File: src/rtl/dual_width_regfile.sv
module dual_width_regfile #(
  parameter int NUM_WORDS = 8,
  parameter int WORD_W    = 32
) (
  input  logic                         clk,
  input  logic                         rst_n,
  input  logic [$clog2(NUM_WORDS)-1:0] rd0_idx,
  input  logic [1:0]                   rd0_sel,
  input  logic                         rd0_sext,
  output logic [WORD_W-1:0]            rd0_data,
  input  logic [$clog2(NUM_WORDS)-1:0] rd1_idx,
  input  logic [1:0]                   rd1_sel,
  input  logic                         rd1_sext,
  output logic [WORD_W-1:0]            rd1_data,
  input  logic                         wr0_en,
  input  logic [$clog2(NUM_WORDS)-1:0] wr0_idx,
  input  logic [1:0]                   wr0_sel,
  input  logic [WORD_W-1:0]            wr0_data,
  input  logic                         wr1_en,
  input  logic [$clog2(NUM_WORDS)-1:0] wr1_idx,
  input  logic [1:0]                   wr1_sel,
  input  logic [WORD_W-1:0]            wr1_data
);
  localparam int HALF_W = WORD_W / 2;
  localparam int IDX_W  = $clog2(NUM_WORDS);

  logic [NUM_WORDS-1:0][HALF_W-1:0] lo_q, hi_q, lo_d, hi_d;

  // a half write always takes its value from the low lane of the data bus
  logic [HALF_W-1:0] wr0_hi_val, wr1_hi_val;
  assign wr0_hi_val = wr0_sel[1] ? wr0_data[HALF_W-1:0] : wr0_data[WORD_W-1:HALF_W];
  assign wr1_hi_val = wr1_sel[1] ? wr1_data[HALF_W-1:0] : wr1_data[WORD_W-1:HALF_W];

  for (genvar i = 0; i < NUM_WORDS; i++) begin : g_ent
    logic w0_hit, w1_hit, w0_lo, w0_hi, w1_lo, w1_hi;
    assign w0_hit = wr0_en && (wr0_idx == IDX_W'(i));
    assign w1_hit = wr1_en && (wr1_idx == IDX_W'(i));
    assign w0_lo  = w0_hit && (!wr0_sel[1] || !wr0_sel[0]);
    assign w0_hi  = w0_hit && (!wr0_sel[1] ||  wr0_sel[0]);
    assign w1_lo  = w1_hit && (!wr1_sel[1] || !wr1_sel[0]);
    assign w1_hi  = w1_hit && (!wr1_sel[1] ||  wr1_sel[0]);
    assign lo_d[i] = w1_lo ? wr1_data[HALF_W-1:0] : w0_lo ? wr0_data[HALF_W-1:0] : lo_q[i];
    assign hi_d[i] = w1_hi ? wr1_hi_val : w0_hi ? wr0_hi_val : hi_q[i];
  end

  always_ff @(posedge clk or negedge rst_n) begin
    if (!rst_n) begin
      lo_q <= '0;
      hi_q <= '0;
    end else begin
      lo_q <= lo_d;
      hi_q <= hi_d;
    end
  end

  function automatic logic [WORD_W-1:0] shape(input logic [HALF_W-1:0] hi,
                                              input logic [HALF_W-1:0] lo,
                                              input logic [1:0] sel,
                                              input logic sext);
    logic [HALF_W-1:0] h;
    h = sel[0] ? hi : lo;
    if (!sel[1]) return {hi, lo};
    return {{HALF_W{sext & h[HALF_W-1]}}, h};
  endfunction

  assign rd0_data = shape(hi_d[rd0_idx], lo_d[rd0_idx], rd0_sel, rd0_sext);
  assign rd1_data = shape(hi_d[rd1_idx], lo_d[rd1_idx], rd1_sel, rd1_sext);

  assert_reset_clear_R1: assert property (@(posedge clk)
    $rose(rst_n) |-> (lo_q == '0 && hi_q == '0));

  assert_low_write_keeps_high_R3: assert property (@(posedge clk) disable iff (!rst_n)
    (wr0_en && wr0_sel == 2'b10 && !wr1_en) |=> (hi_q == $past(hi_q)));

  assert_zero_ext_R4: assert property (@(posedge clk) disable iff (!rst_n)
    (rd0_sel[1] && !rd0_sext) |-> (rd0_data[WORD_W-1:HALF_W] == '0));

  assert_sign_ext_R5: assert property (@(posedge clk) disable iff (!rst_n)
    (rd1_sel[1] && rd1_sext) |-> (rd1_data[WORD_W-1:HALF_W] == {HALF_W{rd1_data[HALF_W-1]}}));

  assert_port1_wins_R7: assert property (@(posedge clk) disable iff (!rst_n)
    (wr0_en && wr1_en && wr0_idx == wr1_idx && !wr1_sel[1] &&
     rd0_idx == wr1_idx && !rd0_sel[1]) |-> (rd0_data == wr1_data));

  assert_bypass_R9: assert property (@(posedge clk) disable iff (!rst_n)
    (wr0_en && !wr0_sel[1] && !(wr1_en && wr1_idx == wr0_idx) &&
     rd1_idx == wr0_idx && !rd1_sel[1]) |-> (rd1_data == wr0_data));

  assert_idle_hold_R10: assert property (@(posedge clk) disable iff (!rst_n)
    (!wr0_en && !wr1_en) |=> ($stable(lo_q) && $stable(hi_q)));
endmodule

File: config.mk
export PLATFORM = sky130hd
export DESIGN_NAME = dual_width_regfile
export DESIGN_NICKNAME = d
export VERILOG_FILES = /design/src/rtl/dual_width_regfile.sv
export SDC_FILE = /design/constraint.sdc
export NUM_CORES = 1
export LEC_CHECK = 0
export BUFFER_PORTS_ARGS = -buffer_cell sky130_fd_sc_hd__clkbuf_2
export CORE_MARGIN = 5
export CORE_UTILIZATION = 45
export DETAILED_ROUTE_END_ITERATION = 16
export PLACE_DENSITY_LB_ADDON = 0.05
export SYNTH_ARGS = -nofsm -noshare
export SYNTH_HDL_FRONTEND = slang
export SYNTH_SLANG_ARGS = --single-unit
File: constraint.sdc
create_clock -name clk -period 3.1 [get_ports clk]
set_input_delay 0 -clock clk [delete_from_list [all_inputs] [get_ports clk]]
set_output_delay 0 -clock clk [all_outputs]
set_load 0.02 [all_outputs]
# After elaboration in Yosys (flattened, before gate mapping)
# Cells that the tools add are included.
[classes]
n_addsub = 0
n_mul = 0
div = 0
order_cmp = 2
n_eq_ne = 14
n_shift = 0
mux = 46
n_bitwise = 2
n_reduce_logical = 58
[ops]
columns = ["op", "n"]
rows = [
  ["2-to-1 mux 16 bit", 40],
  ["binary-select mux 16 bit (select 3 bit)", 4],
  ["2-to-1 mux 32 bit", 2],
  ["logical AND 1 bit", 48],
  ["equality test 3 bit (second input constant)", 8],
  ["equality test 3 x 2 -> 1 bit (second input constant)", 4],
  ["< comparator 3 x 4 -> 1 bit (second input constant)", 2],
  ["equality test 3 x 1 -> 1 bit (second input constant)", 2],
  ["logical NOT 3 bit", 2],
  ["logical NOT 1 bit", 4],
  ["logical OR 1 bit", 4],
  ["bitwise AND 1 bit", 2],
]
[word_totals]
reg_bits = 256
latch_bits = 0
ram_bits = 0
mem_bits_ro = 0
inputBits = 90
elab_cells = 138
n_memories = 0

# Longest topological paths before layout
[logic_depth]
depth_word = 10
depth_mapped = 11

# Worst setup path after synthesis
# Ideal clock, no wire load.
[synth_timing]
kind = "input-to-output"
from = "input wr0_sel[1]"
to = "output rd1_data[12]"
arrival_time_ns = 2.112
t_required_ns = 3.100
slack_ns = 0.988
path_stages = 10
n_path_buf = 3
path_cell_list = "buf_2 > buf_2 > buf_2 > mux2_2 > nor4_1 > nor3_1 > a21oi_1 > mux2i_1 > a211oi_1 > a32oi_1"
[synth_via]
elab_chain_cells = 9
elab_cells_between_ends = 58
[synth_lines]
columns = ["element", "line_no", "source"]
rows = [
  ["from (decl)", "17", "input logic [1:0] wr0_sel,"],
  ["logical NOT 1 bit", "38, 39", ""],
  ["logical OR 1 bit (on tied branches)", "38, 39", ""],
  ["logical AND 1 bit (on tied branches)", "38, 39", ""],
  ["2-to-1 mux 16 bit (on tied branches) (2 in series)", "42, 43", ""],
  ["binary-select mux 16 bit (select 3 bit)", "67", "assign rd1_data = shape(hi_d[rd1_idx], lo_d[rd1_idx], rd1_sel, rd1_sext);"],
  ["2-to-1 mux 16 bit (implied by the code)", "67", ""],
  ["2-to-1 mux 16 bit", "61", "h = sel[0] ? hi : lo;"],
  ["2-to-1 mux 32 bit (*)", "63", "return {{HALF_W{sext & h[HALF_W-1]}}, h};"],
  ["to (decl)", "14", "output logic [WORD_W-1:0] rd1_data,"],
]
# Mark *: on every way between the ends. The rest lies on a longest branch, timed or not. The select of a mux whose other input is x is not followed.

==> results.ini <==
[critical_path]
worstPathMaxFanout=7
critical_path_class=primary input to output pin
critical_path_buf_inv_count=4
worstPathArrival_ps=3020
cpMaxStageDelayCell=dlygate4sd3_1
startpoint_type=primary input
cp.required_ps=3100
endpoint_kind=output pin
critPathTopFamily=compound AO/OA/AOI/OAI gates
cpPeakStageDelay_ps=630
path_cells=clkbuf_2 -> nor2b_1 -> dlygate4sd3_1 -> nand3_1 -> a31oi_2 -> o22ai_1 -> o41ai_2 -> o41ai_4 -> buf_4 -> o22ai_1 -> clkbuf_2

[cts]
numCtsBuffers=31
clk_transition_reported_paths_ps=60
cts.sinks=256
cts_root_buf=clkbuf_16
tritoncts=done
insertion_delay_ps=590
cts.path.max_buffers=3
ctsHtreeMaxLevel=1

[die]
std_cell_rows=75
die_h_um=217.1
core_um2=42230
die_x_um=217.1
initial_core_util=0.4572
dieArea_um2=47150
ios=154

[min_path]
hold_class=primary input to flip-flop

[yosys]
ys_warn_count=0
yosysUniqueCellTypes=53
syn_nets=2215
synth_cells=2125
synth-seq-cells=256
ys_seq_area_frac=0.3318
synth_ff_type=dfrtp_1
synth_area_um2=19310
ys_async_sr_fraction=1.000
syn_avg_cell_area_um2=9.085
synth-edff-count=0

[finish]
final_nets=2345
n_antenna_cell=0
final_area_um2=22850
area_delta_synth_final_pct=18.34
drive_above_1_share=0.2705

[placed_design]
dpl_cell_area_um2=21120
globalplace.congestion=0.9210
pre_cts_ws_ps=-63.04
portBuffers=153
post-dp-hpwl_um=57120

[flow_run]
maxCapViolCount=0

[timing]
relSlewSlack=0.4067
whs_ps=-30.38
fin_ws_ps=82.53
slew_viol_final=0
tns_ps=0
fin_skew_ps=0
setup_viol=0
fmax_mhz=331.4
finalCriticalPeriod_ps=3017
final-hold-violation-count=12
tightest_slew_ps=887.9
rsz0062_at_grt=false
post-route-period-util=0.9734

[global_route]
grtUsageTotal=0.3504
grt_max_degree=76
grt_pass1_vias=18950
overflow=0
grt_pass1_wl_um=126600
grt_antenna_before_repair=0

[route]
wl_um=84910
post_drt_wl_per_cell_um=30.15
drtPass1Iterations=5
drt_iter0_markers=2055
drtAntennaViolNets=0
routed-via-count=19270
remaining_drc_errors=0
drt-vias-per-instance=6.843

[power_and_ir_drop]
ir_worst_vdd_mv=0.4669
power-per-cell-area_nw_per_um2=592.6
leakage_nw=9.835
total_power_mw=13.54

[run_status]
run_status=finished with violations
violations=hold timing

[synthesized netlist by cell type, types with 13 or more instances]
library cell  instances  area, µm²
o22ai_2              20      250.2
nand3_1              16      80.08
a31o_2               64      560.5
nor4_1              120      750.7
a211oi_1             75      563.0
nor3_1               67      335.3
mux4_2               60       1351
buf_1                28      105.1
nand2_1              56      210.2
clkbuf_1            172      645.6
mux2i_1             243       2432
o31a_1               15      131.4
o21ai_1              13      65.06
mux2_2               32      360.4
inv_1               114      427.9
buf_2                47      235.2
o22ai_1              18      112.6
nand2b_1             38      237.7
a21oi_1             138      690.7
dfrtp_1             256       6406
or2_2                17      106.4
o221a_2              27      304.0
nand4_1              69      431.7
a31oi_1             120      750.7
a32oi_1              30      262.8
nor2_1              173      649.4
[worst paths after layout]
kind,slack [ps],cells past startpoint,start,endpoint
setup / recovery,80,11,wr1_idx[2],rd0_data[18]
hold / removal,-30,5,wr0_data[19],hi_q[35]
setup reg to reg,1770,3,lo_q[15],lo_q[15]
hold reg to reg,570,2,lo_q[63],lo_q[63]
max in group asynchronous,2240,3,rst_n,hi_q[59]
min in group asynchronous,-20,2,rst_n,lo_q[96]
[where the power goes]
part           internal (mW)  switching (mW)
clock                   2.32            1.57
sequential              4.17           0.226
combinational           2.18            3.07
total                   8.67            4.87
[cell usage in the layout, fill, tap and decap left out, drive strengths merged, types with 59 or more instances in the layout]
cell,Yosys,routed
buf,93,153
a21oi,138,138
nand4,69,69
a211oi,75,75
mux2i,243,243
nor4,120,120
clkbuf,172,194
nor2,174,174
dlygate4sd3,0,59
inv,114,113
a31oi,121,121
a31o,66,66
mux4,60,60
dfrtp,256,256
nor3,73,73
[cell type report]
cell class / count / area (µm²)
Fill cell: 3877 / 19380
Multi-Input combinational cell: 1490 / 11450
Sequential cell: 256 / 6406
Timing Repair Buffer: 362 / 2830
Clock buffer: 44 / 894.6
Tap cell: 539 / 674.4
Inverter: 114 / 427.9
Clock inverter: 11 / 158.9
[registers in the layout, indices dropped and copies added (netlist names)]
register  cells
hi_q        128
lo_q        128
[cell families after synthesis]
group / Yosys count / share of synthesized area
AO/OA/AOI/OAI: 563 / 0.2121
buffers and inverters: 379 / 0.08140
flip-flops: 256 / 0.3318
multiplexers: 335 / 0.2146
AND/OR/NAND/NOR: 592 / 0.1600
[per-stage QoR]
stage	utilization	cells	hold WS, ps
global placement	0.5000	2700	49.36
finish	0.5410	2816	-30.38
detailed placement	0.5000	2700	44.78
global route	0.5410	2816	5.304
floorplan	-	2125	-295.6
CTS	0.5395	2815	0.2139
[worst reg2reg max path, stage by stage, from the launching register on]
cell,delay (ps)
dfrtp_1,320
o31ai_1,60
a31oi_1,290
dlygate4sd3_1,610
[routing by layer]
layer | global-route usage | wire (µm)
met4 | 0.2197 | 6470
met1 | 0.4473 | 33270
met2 | 0.5536 | 38790
met3 | 0.06253 | 6369
met5 | 0 | 0
[repair_timing]
action | CTS | global route
pin swaps | 1 | 0
endpoints found under the setup margin | 20 | 27
gates resized for setup | 4 | 11
setup buffers | 2 | 0
cloned | 0 | 0
endpoints found under the hold margin | 399 | 2
hold buffers | 58 | 1
No activity file was read; power rests on OpenSTA's default activity.
